## src/rtl/ccd_vseq_pkg.sv

```systemverilog
package ccd_vseq_pkg;

  typedef enum logic [3:0] {
    ST_LIVE,
    ST_LEAD,
    ST_BURST,
    ST_EXPOSE,
    ST_CLOSED,
    ST_SWEEP,
    ST_RD_A,
    ST_RD_B,
    ST_RD_C
  } seq_st_e;

  function automatic logic is_preview(seq_st_e s);
    return s inside {ST_LIVE, ST_LEAD, ST_BURST, ST_EXPOSE};
  endfunction

  function automatic logic is_biased(seq_st_e s);
    return s inside {ST_LEAD, ST_BURST, ST_EXPOSE};
  endfunction

endpackage

```

## src/rtl/vseq_linecnt.sv

```systemverilog
module vseq_linecnt #(
  parameter int LW = 12
) (
  input  logic          clk,
  input  logic          rst_n,
  input  logic          hd,
  input  logic          vd,
  output logic [LW-1:0] line_idx
);

  logic [LW-1:0] idx_d;

  always_comb begin
    idx_d = line_idx;
    if (vd)
      idx_d = '0;
    else if (hd && !(&line_idx))
      idx_d = line_idx + 1'b1;
  end

  always_ff @(posedge clk or negedge rst_n) begin
    if (!rst_n)
      line_idx <= '0;
    else if (vd || hd)
      line_idx <= idx_d;
  end

endmodule

```

## src/rtl/vseq_ctrl.sv

```systemverilog
module vseq_ctrl
  import ccd_vseq_pkg::*;
#(
  parameter int LEAD_LINES = 266,
  parameter int SHUT_N     = 20,
  parameter int EXP_LINES  = 300,
  parameter int SWEEP_N    = 2
) (
  input  logic    clk,
  input  logic    rst_n,
  input  logic    hd,
  input  logic    vd,
  input  logic    cap_req,
  output seq_st_e st
);

  localparam int M1   = (LEAD_LINES > SHUT_N) ? LEAD_LINES : SHUT_N;
  localparam int M2   = (EXP_LINES > SWEEP_N) ? EXP_LINES : SWEEP_N;
  localparam int CMAX = (M1 > M2) ? M1 : M2;
  localparam int CW   = $clog2(CMAX + 1);
  localparam logic [CW-1:0] LEAD_C  = CW'(LEAD_LINES);
  localparam logic [CW-1:0] SHUT_C  = CW'(SHUT_N - 1);
  localparam logic [CW-1:0] EXP_C   = CW'(EXP_LINES - 1);
  localparam logic [CW-1:0] SWEEP_C = CW'(SWEEP_N - 1);

  seq_st_e       st_d;
  logic [CW-1:0] cnt, cnt_d;

  always_comb begin
    st_d  = st;
    cnt_d = cnt;
    unique case (st)
      ST_LIVE: if (cap_req) begin
        st_d  = ST_LEAD;
        cnt_d = '0;
      end
      ST_LEAD: begin
        if (vd) begin
          if (cnt >= LEAD_C) begin
            st_d  = ST_BURST;
            cnt_d = '0;
          end
        end else if (hd && cnt < LEAD_C) begin
          cnt_d = cnt + 1'b1;
        end
      end
      ST_BURST: if (hd) begin
        if (cnt == SHUT_C) begin
          st_d  = ST_EXPOSE;
          cnt_d = '0;
        end else cnt_d = cnt + 1'b1;
      end
      ST_EXPOSE: if (hd) begin
        if (cnt == EXP_C) begin
          st_d  = ST_CLOSED;
          cnt_d = '0;
        end else cnt_d = cnt + 1'b1;
      end
      ST_CLOSED: if (vd) begin
        st_d  = ST_SWEEP;
        cnt_d = '0;
      end
      ST_SWEEP: if (vd) begin
        if (cnt == SWEEP_C) begin
          st_d  = ST_RD_A;
          cnt_d = '0;
        end else cnt_d = cnt + 1'b1;
      end
      ST_RD_A: if (vd) st_d = ST_RD_B;
      ST_RD_B: if (vd) st_d = ST_RD_C;
      ST_RD_C: if (vd) st_d = ST_LIVE;
      default: st_d = ST_LIVE;
    endcase
  end

  always_ff @(posedge clk or negedge rst_n) begin
    if (!rst_n) begin
      st  <= ST_LIVE;
      cnt <= '0;
    end else begin
      st  <= st_d;
      cnt <= cnt_d;
    end
  end

endmodule

```

## src/rtl/vseq_select.sv

```systemverilog
module vseq_select
  import ccd_vseq_pkg::*;
#(
  parameter int LINES   = 1550,
  parameter int WIN_TOP = 486,
  parameter int WIN_BOT = 1062,
  parameter int LW      = 12
) (
  input  logic          clk,
  input  logic          rst_n,
  input  logic          hd,
  input  logic          vd,
  input  logic          win_mode,
  input  seq_st_e       st,
  input  logic [LW-1:0] line_idx,
  output logic [2:0]    rd_en,
  output logic          line_ok,
  output logic          win_sweep,
  output logic          shut
);

  localparam logic [LW-1:0] LINES_C = LW'(LINES);
  localparam logic [LW-1:0] TOP_C   = LW'(WIN_TOP);
  localparam logic [LW-1:0] BOT_C   = LW'(WIN_BOT);
  localparam logic [LW-1:0] SIX     = LW'(6);
  localparam logic [LW-1:0] THREE   = LW'(3);

  logic [LW-1:0] pair, m6, m3;
  logic          in_rng, in_win, preview;
  logic [2:0]    fast_sel, sel;

  always_comb begin
    pair     = line_idx >> 1;
    m6       = pair % SIX;
    m3       = pair % THREE;
    in_rng   = line_idx < LINES_C;
    in_win   = (line_idx >= TOP_C) && (line_idx < BOT_C);
    preview  = is_preview(st);
    fast_sel = {1'b0, m6 == LW'(3), m6 == LW'(0)};
    sel      = 3'b000;
    if (in_rng) begin
      unique case (st)
        ST_RD_A: sel = (m3 == LW'(0)) ? 3'b001 : 3'b000;
        ST_RD_B: sel = (m3 == LW'(1)) ? 3'b010 : 3'b000;
        ST_RD_C: sel = (m3 == LW'(2)) ? 3'b100 : 3'b000;
        default: sel = (preview && (!win_mode || in_win)) ? fast_sel : 3'b000;
      endcase
    end
  end

  always_ff @(posedge clk or negedge rst_n) begin
    if (!rst_n) begin
      rd_en     <= 3'b000;
      line_ok   <= 1'b0;
      shut      <= 1'b0;
      win_sweep <= 1'b0;
    end else begin
      rd_en   <= hd ? sel : 3'b000;
      line_ok <= hd && (|sel) && !is_biased(st);
      shut    <= hd && (st == ST_BURST);
      if (vd)
        win_sweep <= 1'b0;
      else if (hd)
        win_sweep <= preview && win_mode && !in_win;
    end
  end


  rd_onehot_chk: assert property (@(posedge clk) disable iff (!rst_n)
    $onehot0(rd_en));


  ok_clean_chk: assert property (@(posedge clk) disable iff (!rst_n)
    line_ok |-> (rd_en != 3'b000));

endmodule

```

## src/rtl/ccd_vseq.sv

```systemverilog
module ccd_vseq
  import ccd_vseq_pkg::*;
#(
  parameter int LINES     = 1550,
  parameter int WIN_TOP   = 486,
  parameter int WIN_BOT   = 1062,
  parameter int LINE_NS   = 113_000,
  parameter int SHUT_N    = 20,
  parameter int EXP_LINES = 300,
  parameter int SWEEP_N   = 2
) (
  input  logic       clk,
  input  logic       rst_n,
  input  logic       hd_i,
  input  logic       vd_i,
  input  logic       win_mode_i,
  input  logic       cap_req_i,
  output logic [2:0] rd_en_o,
  output logic       shut_o,
  output logic       bias_o,
  output logic       sweep_o,
  output logic       line_ok_o
);

  localparam int LW         = $clog2(LINES) + 1;
  localparam int LEAD_LINES = (30_000_000 + LINE_NS - 1) / LINE_NS;
  localparam int CKW        = $clog2(LEAD_LINES + SHUT_N + 1) + 1;

  seq_st_e       st;
  logic [LW-1:0] line_idx;
  logic          win_sweep;

  vseq_linecnt #(.LW(LW)) u_cnt (
    .clk(clk), .rst_n(rst_n), .hd(hd_i), .vd(vd_i), .line_idx(line_idx)
  );

  vseq_ctrl #(
    .LEAD_LINES(LEAD_LINES), .SHUT_N(SHUT_N),
    .EXP_LINES(EXP_LINES),   .SWEEP_N(SWEEP_N)
  ) u_ctrl (
    .clk(clk), .rst_n(rst_n), .hd(hd_i), .vd(vd_i),
    .cap_req(cap_req_i), .st(st)
  );

  vseq_select #(
    .LINES(LINES), .WIN_TOP(WIN_TOP), .WIN_BOT(WIN_BOT), .LW(LW)
  ) u_sel (
    .clk(clk), .rst_n(rst_n), .hd(hd_i), .vd(vd_i),
    .win_mode(win_mode_i), .st(st), .line_idx(line_idx),
    .rd_en(rd_en_o), .line_ok(line_ok_o), .win_sweep(win_sweep),
    .shut(shut_o)
  );

  assign bias_o  = is_biased(st);
  assign sweep_o = (st == ST_SWEEP) || win_sweep;

  // checker bookkeeping: line strobes before the first pulse, pulses per capture
  logic [CKW-1:0] lead_hd, shut_seen;

  always_ff @(posedge clk or negedge rst_n) begin
    if (!rst_n) begin
      lead_hd   <= '0;
      shut_seen <= '0;
    end else if (!bias_o) begin
      lead_hd   <= '0;
      shut_seen <= '0;
    end else begin
      if (hd_i && shut_seen == '0 && !(&lead_hd))
        lead_hd <= lead_hd + 1'b1;
      if (shut_o && !(&shut_seen))
        shut_seen <= shut_seen + 1'b1;
    end
  end


  shut_bias_chk: assert property (@(posedge clk) disable iff (!rst_n)
    shut_o |-> bias_o);


  burst_min_chk: assert property (@(posedge clk) disable iff (!rst_n)
    $fell(bias_o) |-> (shut_seen >= CKW'(SHUT_N)));


  lead_time_chk: assert property (@(posedge clk) disable iff (!rst_n)
    (shut_o && shut_seen == '0) |-> (lead_hd >= CKW'(LEAD_LINES)));


  ok_bias_chk: assert property (@(posedge clk) disable iff (!rst_n)
    line_ok_o |-> !$past(bias_o));


  sweep_noread_chk: assert property (@(posedge clk) disable iff (!rst_n)
    sweep_o |-> (rd_en_o == 3'b000));

endmodule

```

## config.mk

```make
export PLATFORM = sky130hd
export DESIGN_NAME = ccd_vseq
export DESIGN_NICKNAME = d
export VERILOG_FILES = /design/src/rtl/ccd_vseq_pkg.sv /design/src/rtl/vseq_linecnt.sv /design/src/rtl/vseq_ctrl.sv /design/src/rtl/vseq_select.sv /design/src/rtl/ccd_vseq.sv
export SDC_FILE = /design/constraint.sdc
export NUM_CORES = 1
export LEC_CHECK = 0
export BUFFER_PORTS_ARGS = -buffer_cell sky130_fd_sc_hd__buf_2
export CORE_AREA = 2 2 61 75
export DETAILED_ROUTE_END_ITERATION = 8
export DIE_AREA = 0 0 63 77
export PLACE_DENSITY = 0.84
export SLEW_MARGIN = 30
export SYNTH_ARGS = -nofsm -noshare
export SYNTH_HDL_FRONTEND = slang
export SYNTH_SLANG_ARGS = --single-unit
```

## constraint.sdc

```tcl
create_clock -name clk -period 7.59 [get_ports clk]
set_input_delay 1.518 -clock clk [delete_from_list [all_inputs] [get_ports clk]]
set_output_delay 1.518 -clock clk [all_outputs]
set_load 0.01 [all_outputs]
```

==> results.md, run 1 <==
Job:
- The max capacitance violation total is 0.

Power:
- Summed over all cells, the static leakage comes to roughly 1.2 nW.
- In this run switching power makes up a little over a third of total power.
- The analysis attributes to net switching a power of between 200 and 250 uW.
- The logic gate share of total power is a little under a third.
- VDD sags by at most 0.243 mV.
- The cell area power density is 204 nW/um2.
- Internal power comes to 360 uW.
- The clock share of power is a little under a third.
- The share of power burned in registers is 38.6%.

GRT:
- The sum of overflow across all layers after global routing is 0.
- The first global-routing pass estimated 9970 um of wire.
- The number of global-route vias before repair is between 2000 and 2500.
- Entering global routing, the biggest net connects 32 pins.
- The combined global-route utilization of all metal layers is 25.0%.
- The number of antenna violations at the first check in global routing was 0.

Clock tree:
- The TritonCTS clock tree is built.
- The CTS clock-pin slew for the worst setup and hold paths is about 0.070 ns.
- Clock latency on the worst-skew pair, taken at its later pin, is around 0.28 ns.
- After clock tree synthesis, the repair step resized 0 gates.
- The CTS buffer count is 5.
- Hold repair after CTS inserted 0 buffers.
- The H-tree was split into 2 levels.
- The number of clock sinks seen by CTS is 31.
- The buffers inserted during post-CTS setup optimization is 0.
- The worst-case clock buffer depth is 2.
- The root buffer cell chosen for the clock tree is sky130_fd_sc_hd__clkbuf_8.

Drt:
- The overall via count from detail_route is approximately 2400.
- For this run, the detailed router's first-pass iteration total came to 4.
- The average wire per standard cell is approximately 15 um.
- The starting DRC count in detailed routing is between 150 and 200.
- The DRC violation count after routing is 0.
- The routed via count divided by cell count is between 6 and 7.
- Once detail routing completed, the nets flagged for antenna violations numbered 0.
- The routed wire length is 5750 um.

Placement:
- Summed over all nets, the half-perimeter wirelength after detailed placement is a little over 4000 um.
- The number of cells after detailed placement is between 300 and 400.
- The number of I/O port buffers is 12.
- The congestion estimate from routability-driven global placement came to between 0.9 and 1.

Setup path:
- The cell class contributing the biggest share of worst-path delay is compound AO/OA/AOI/OAI gates.
- The data arrival at the endpoint of the critical path is roughly 5.7 ns.
- The nature of the critical path startpoint is a flip-flop.
- For this run, the slowest stage of the critical path takes 0.64 ns.
- Walking the worst path, the cells encountered are and3b_1 > o31a_1 > a22o_4 > o21ai_0 > a21boi_1 > nand2_1 > ha_1 > a311o_1 > or3_2 > o21ai_0 > ha_1 > inv_1 > a211oi_1 > a21oi_1 > a221o_1 > or4_4 > a21oi_1 > o311a_1.
- The endpoint required time on the critical path is 7.81 ns.
- Together, buffers and inverters on the worst path number 1.
- The worst setup path is captured at a flip-flop.
- The kind of critical path is flip-flop to flip-flop.
- The biggest fanout along the worst timing path is 15.
- On the critical path, the stage with the largest delay is an instance of sky130_fd_sc_hd__dfrtp_1.

Layout:
- The repair_antennas step left the layout with diodes totalling 0.
- The number of non-filler instances in the completed layout is 388.
- The final layout contains 344 nets.
- Relative to the synthesized area, the layout overhead comes to 5.84%.
- The share of final-layout standard cells stronger than drive strength 1 is about 11%.

Status:
- The run finished with clean final reports.

Worst hold path:
- The path class of the lowest-slack min-delay path is flip-flop to flip-flop.

Timing:
- Based on the critical path, the design can be clocked at up to ~0.18 GHz.
- The clock period minus final worst setup slack is 5.51 ns.
- The clock arrives with between 0.0015 and 0.002 ns of skew.
- The actual transition at the worst max-transition pin is ~0.68 ns.
- Of the available clock period, the critical path in the final layout requires 72.5%.
- Setup repair after global routing left no endpoint under its margin.
- The final number of max-transition violations is 0.
- Setup violations remaining at the end of the flow were counted as 0.
- The number of hold violations in the final report was 0.
- After routing, the total negative slack on setup checks comes to 0 ns.
- In this run the tightest slew margin relative to its limit is 54.4%.

Yosys:
- A synthesized cell averages approximately 8 um2.
- The mapped netlist covers about 2600 um2.
- The predominant post-synthesis flop cell is sky130_fd_sc_hd__dfrtp_1.
- The synthesis-stage register bit count is 31.
- The count of different cell masters after synthesis is 62.
- The synthesized netlist cell count is 334.
- The sequential fraction of the synthesis area is between 20% and 30%.
- Counting flops with a built-in enable in the synthesized netlist gives 0.
- The post-synthesis async set-or-reset flop share is 100%.
- The number of nets in the synthesized netlist is between 300 and 400.
- Yosys printed 0 warnings.

Floorplanning:
- From left edge to right edge, the die measures 63 um.
- The number of cell rows is 26.
- The initial core utilization is between 60% and 70%.
- The area of the die is between 4000 and 5000 um2.
- The core box area is about 4100 um2.
- The y dimension of the die is around 77 um.
- In this run the count of I/O pins placed on the die edge is 13.
==> final timing paths <==
| check | start | end | slack [ns] | depth (start not counted) |
|---|---|---|---|---|
| worst max-delay path | u_cnt.line_idx[8] | u_sel.line_ok | 2.08 | 18 |
| worst min-delay path | u_sel.win_sweep | u_sel.win_sweep | 0.55 | 2 |
| worst max register to register | u_cnt.line_idx[8] | u_sel.line_ok | 2.08 | 18 |
| worst min register to register | u_sel.win_sweep | u_sel.win_sweep | 0.55 | 2 |
| max in group asynchronous | rst_n | u_sel.rd_en[2] | 5.87 | 1 |
| min in group asynchronous | rst_n | u_ctrl.cnt[3] | 1.27 | 1 |
==> sequential cells by signal, summed over array words and instances, names as in the netlist <==
signal,flops
u_ctrl.st,4
u_sel.shut,1
u_sel.line_ok,1
u_cnt.line_idx,12
u_sel.rd_en,3
u_sel.win_sweep,1
u_ctrl.cnt,9
==> final cells by class <==
type,instances,area [um2]
clock buffers,6,82.6
multi-input cells,267,1690
repair buffers,12,60.1
well taps,56,70.1
flip-flops and latches,31,776
fillers,352,1370
inverters,14,52.6
clock inverters,2,35.0
==> cell families (layout without fill, tap and decap cells) <==
| kind of cell | after synthesis | after routing | share of synthesized area, % |
|---|---|---|---|
| compound gates | 94 | 94 | 24.5 |
| xor+xnor | 15 | 15 | 5.32 |
| fa+ha+maj | 7 | 7 | 3.35 |
| buf+inv | 36 | 34 | 5.65 |
| flops | 31 | 31 | 29.7 |
| mux | 4 | 4 | 1.58 |
| simple gates | 147 | 147 | 29.9 |
==> synthesized netlist by cell type, types with 5 or more instances <==
cell,number,area [um2]
sky130_fd_sc_hd__a21oi_1,18,90.1
sky130_fd_sc_hd__o31ai_1,8,60.1
sky130_fd_sc_hd__xor2_1,7,61.3
sky130_fd_sc_hd__and3_1,6,37.5
sky130_fd_sc_hd__xnor2_1,7,61.3
sky130_fd_sc_hd__dfrtp_1,31,776
sky130_fd_sc_hd__nor2b_1,9,56.3
sky130_fd_sc_hd__nand2_1,31,116
sky130_fd_sc_hd__nor2_1,34,128
sky130_fd_sc_hd__o21ai_0,30,150
sky130_fd_sc_hd__clkbuf_1,14,52.6
sky130_fd_sc_hd__a31oi_1,5,31.3
sky130_fd_sc_hd__nor3_1,8,40.0
sky130_fd_sc_hd__inv_1,14,52.6
sky130_fd_sc_hd__nand3_1,17,85.1
sky130_fd_sc_hd__nand2b_1,7,43.8
sky130_fd_sc_hd__ha_1,7,87.6
==> metal layers <==
metal  vias to the layer above  wire length [um]  share of wire [%]  GRT usage, %
met5                         -                 0                  0             0
li1                       1204                 -                  -             -
met1                      1155              2610                 45          30.2
met3                        13               133                2.3          3.08
met2                        44              2900                 50          44.6
met4                         0               111                1.9          10.2
==> power by group through the flow <==
stage	logic, mW	registers (mW)	clock network, mW
after floorplan	0.155	0.199	0
after global placement	0.172	0.220	0
after detailed placement	0.176	0.220	0
after CTS	0.178	0.217	0.172
after global routing	0.202	0.222	0.179
final	0.178	0.218	0.169
==> tightest hold or removal path, cell delays in order (launching register included) <==
cell,delay (ns)
sky130_fd_sc_hd__dfrtp_1,0.38
sky130_fd_sc_hd__nand2_1,0.07
sky130_fd_sc_hd__a21oi_1,0.06
==> cell usage in the layout (no fill, tap or decap), drive strengths merged, types with 4 or more instances in the layout <==
| master | n |
|---|---|
| nor3 | 8 |
| inv | 14 |
| nand4 | 4 |
| o21ai | 30 |
| dfrtp | 31 |
| or3 | 6 |
| nand3 | 17 |
| xor2 | 8 |
| nand2b | 7 |
| xnor2 | 7 |
| o31ai | 8 |
| a21oi | 18 |
| buf | 12 |
| ha | 7 |
| nor2b | 9 |
| and3 | 6 |
| nand2 | 31 |
| clkbuf | 6 |
| nor2 | 34 |
| a31oi | 5 |
==> metrics by stage <==
step / power (mW) / area, um2 / setup WS (ns) / utilization [%] / hold WS [ns]
3_5_place_dp: 0.397 / 2650 / 2.23 / 64.1 / 0.530
6_report: 0.565 / 2770 / 2.08 / 66.9 / 0.546
4_1_cts: 0.567 / 2770 / 2.19 / 66.9 / 0.543
2_1_floorplan: 0.354 / 2610 / 2.74 / - / 0.483
5_1_grt: 0.603 / 2770 / 1.66 / 66.9 / 0.559
3_3_place_gp: 0.392 / 2650 / 2.46 / 64.1 / 0.519
Note: power is estimated with default switching activity, not from simulation.
==> run 2: changes to the inputs <==
CORE_AREA = 2 2 66 80   (was 2 2 61 75)
DIE_AREA = 0 0 68 82   (was 0 0 63 77)
PLACE_DENSITY = 0.77   (was 0.84)
clock period = 4.5 ns   (was 7.59 ns; I/O delays follow)
==> results.md, run 2 (synthesis results as in run 1) <==
Power:
- Internal power comes to around 570 uW.
- The switching power as a share of total power is between 30 and 40%.
- Across the VDD grid, the largest voltage drop is around 0.43 mV.
- In this run the power spent charging and discharging nets is 343 uW.
- The logic gate share of total power is 33.3%.
- In this run the power density over the cells is ~300 nW/um2.
- The static leakage is about 1.3 nW.
- The clock share of power is a little over a quarter.
- The share of power burned in registers is approximately two fifths.
- The design draws ~910 uW.

GRT:
- The first-pass GRT wire length is roughly 11000 um.
- The number of antenna violations at the first check in global routing is 0.
- The number of global-route vias before repair is roughly 2400.
- Global routing used 24.9% of the available tracks across all layers.
- The total overflow left after global routing is 0.
- Entering global routing, the biggest net connects 32 pins.

Layout:
- The share of final-layout standard cells stronger than drive strength 1 is between 20% and 30%.
- The antenna diode count is 0.
- The largest registers in the layout are u_cnt.line_idx (12), u_ctrl.cnt (9), u_ctrl.st (4).
- Across the whole layout, storage elements account for slightly below 800 um2.
- In the layout the commonest cells are sky130_fd_sc_hd__nor2_1 (34), sky130_fd_sc_hd__nand2_1 (30), sky130_fd_sc_hd__dfrtp_1 (28).
- For this run, the post-layout net count is between 300 and 400.
- The layout-stage area growth over the synthesis result is 15.5%.
- The area of the multi-input gates is roughly 1800 um2.
- The final-layout fill cell count is approximately 440.
- The most common cell after layout, fill and taps aside is sky130_fd_sc_hd__nor2_1.
- The register with the most flip-flops is u_cnt.line_idx.
- The number of non-filler instances in the completed layout is about 410.
- The register with the most flip-flops in the layout has 12 of them.

Clock tree:
- The tree is rooted in a sky130_fd_sc_hd__clkbuf_8.
- The TritonCTS clock tree is built.
- After clock tree synthesis, the clock-pin slew on the worst setup and hold paths is 0.06 ns.
- Buffers inserted to repair hold after CTS numbered 0.
- The CTS buffer count is 5.
- Counting along the longest clock path gives a buffer depth of 2.
- The latest clock arrival within the worst-skew pair is around 0.28 ns.
- The tree built by TritonCTS fans out to 31 sinks.
- The H-tree was split into 2 levels.

Timing:
- The final number of max-transition violations is 0.
- The final setup violation count is 1.
- The routed design could run at a clock period as short as around 4.5 ns.
- The post-route worst setup slack is -0.000756 ns.
- The final cycle utilization of the critical path is 100%.
- The number of hold violations in the final report is 0.
- The actual transition at the worst max-transition pin is between 0.6 and 0.7 ns.
- Setup repair after global routing could not meet its margin everywhere.
- Based on the critical path, the design can be clocked at up to between 0.2 and 0.25 GHz.
- The worst pin sits at a relative slew slack of a little over half.
- Clock skew on the completed layout was measured at 0.00370 ns.

Placement:
- The placer congestion estimate is between 0.8 and 0.9.
- In this run the tool buffered the top-level ports with 12 buffer cells.
- The post-placement worst setup slack is -0.0421 ns.
- The detailed placement HPWL is approximately 4500 um.
- The number of cells after detailed placement is ~400.

Floorplanning:
- The number of cell rows is 28.
- The core region is 4830 um2.
- The initial core utilization is between 50% and 60%.
- During I/O placement, the number of pins put on the boundary was 13.
- The horizontal extent of the die is 68 um.
- The area of the die is 5580 um2.
- The floorplan step set the die height to about 80 um.

Worst hold path:
- The path class of the lowest-slack min-delay path is flip-flop to flip-flop.

Drt:
- The average wire per standard cell is around 15 um.
- The antenna violation net count after detailed routing is 0.
- The DRC violation count after routing is 0.
- The routed wire length is approximately 6200 um.
- The first-pass detailed-route iteration total is 4.
- The overall via count from detail_route is between 2000 and 2500.
- The starting DRC count in detailed routing is around 160.
- The routed via count divided by cell count is 6.04.

Status:
- The run finished, with violations left.
- The checks that failed: negative setup slack.

Setup path:
- The worst setup path is captured at a flip-flop.
- STA classifies the critical path startpoint as a flip-flop.
- The biggest fanout along the worst timing path is 7.
- The kind of critical path is flip-flop to flip-flop.
- The data arrival at the endpoint of the critical path is roughly 4.7 ns.
- For the worst setup path, the data required time is around 4.7 ns.

Job:
- The max capacitance violation total is 0.
## run 2: area by class of cell
class,count,area share [%]
clock buffer,8,3.32
inverter,14,1.74
multi-input combinational,267,59.3
sequential,31,25.8
tap,60,2.49
timing repair buffer,33,7.34
## run 2: worst paths after layout
kind	startpoint	depth (start not counted)	slack, ns	endpoint
max	u_cnt.line_idx[8]	18	-0.0008	u_sel.line_ok
min	u_sel.win_sweep	2	0.53	u_sel.win_sweep
max in group asynchronous	rst_n	1	3.36	u_cnt.line_idx[8]
min reg2reg	u_sel.win_sweep	2	0.53	u_sel.win_sweep
min in group asynchronous	rst_n	1	0.65	u_ctrl.st[3]
max reg2reg	u_cnt.line_idx[8]	18	-0.0008	u_sel.line_ok
## run 2: per-layer routing
| metal | track usage [%] | part of all wire, % | vias to the layer above |
|---|---|---|---|
| li1 | - | - | 1247 |
| met1 | 29.9 | 45 | 1207 |
| met2 | 44.1 | 51 | 31 |
| met3 | 3.70 | 2.0 | 11 |
| met4 | 9.60 | 1.8 | 0 |
| met5 | 0 | 0 | - |
## run 2: power groups by stage
stage	sequential (mW)	combinational [mW]	clock [mW]
floorplan	0.336	0.265	0
global placement	0.370	0.296	0
detailed placement	0.372	0.304	0
CTS	0.366	0.306	0.250
global route	0.375	0.356	0.260
finish	0.368	0.304	0.241
## run 2: metrics by stage
step / utilization, % / cell area, um2 / hold WS (ns) / setup TNS, ns
after floorplan: - / 2670 / 0.483 / 0
after global placement: 58.0 / 2810 / 0.519 / 0
after detailed placement: 58.0 / 2810 / 0.525 / -0.0839
after CTS: 60.5 / 2920 / 0.539 / 0
after global routing: 62.4 / 3020 / 0.575 / -0.350
final: 62.4 / 3020 / 0.534 / -0.000756
## run 2: repair_timing
item	4_1_cts	5_1_grt
resized for setup	4	14
endpoints found under the setup margin	3	4
pin swaps	4	4
gates cloned	0	0
buffers inserted	1	5
## run 2: critical path, cell delays in order, from the launching register on
cell	delay (ns)
sky130_fd_sc_hd__dfrtp_2	0.44
sky130_fd_sc_hd__or4b_4	0.56
sky130_fd_sc_hd__o21ai_0	0.19
sky130_fd_sc_hd__o22a_1	0.24
sky130_fd_sc_hd__or3_4	0.16
sky130_fd_sc_hd__a31o_4	0.16
sky130_fd_sc_hd__nand2_4	0.06
sky130_fd_sc_hd__ha_4	0.16
sky130_fd_sc_hd__a311o_1	0.32
sky130_fd_sc_hd__or3_4	0.37
sky130_fd_sc_hd__o21ai_4	0.15
sky130_fd_sc_hd__ha_2	0.21
sky130_fd_sc_hd__inv_2	0.04
sky130_fd_sc_hd__a211oi_2	0.13
sky130_fd_sc_hd__a21oi_1	0.09
sky130_fd_sc_hd__a221o_1	0.33
sky130_fd_sc_hd__or4_4	0.51
sky130_fd_sc_hd__a21oi_2	0.13
sky130_fd_sc_hd__o311a_1	0.17
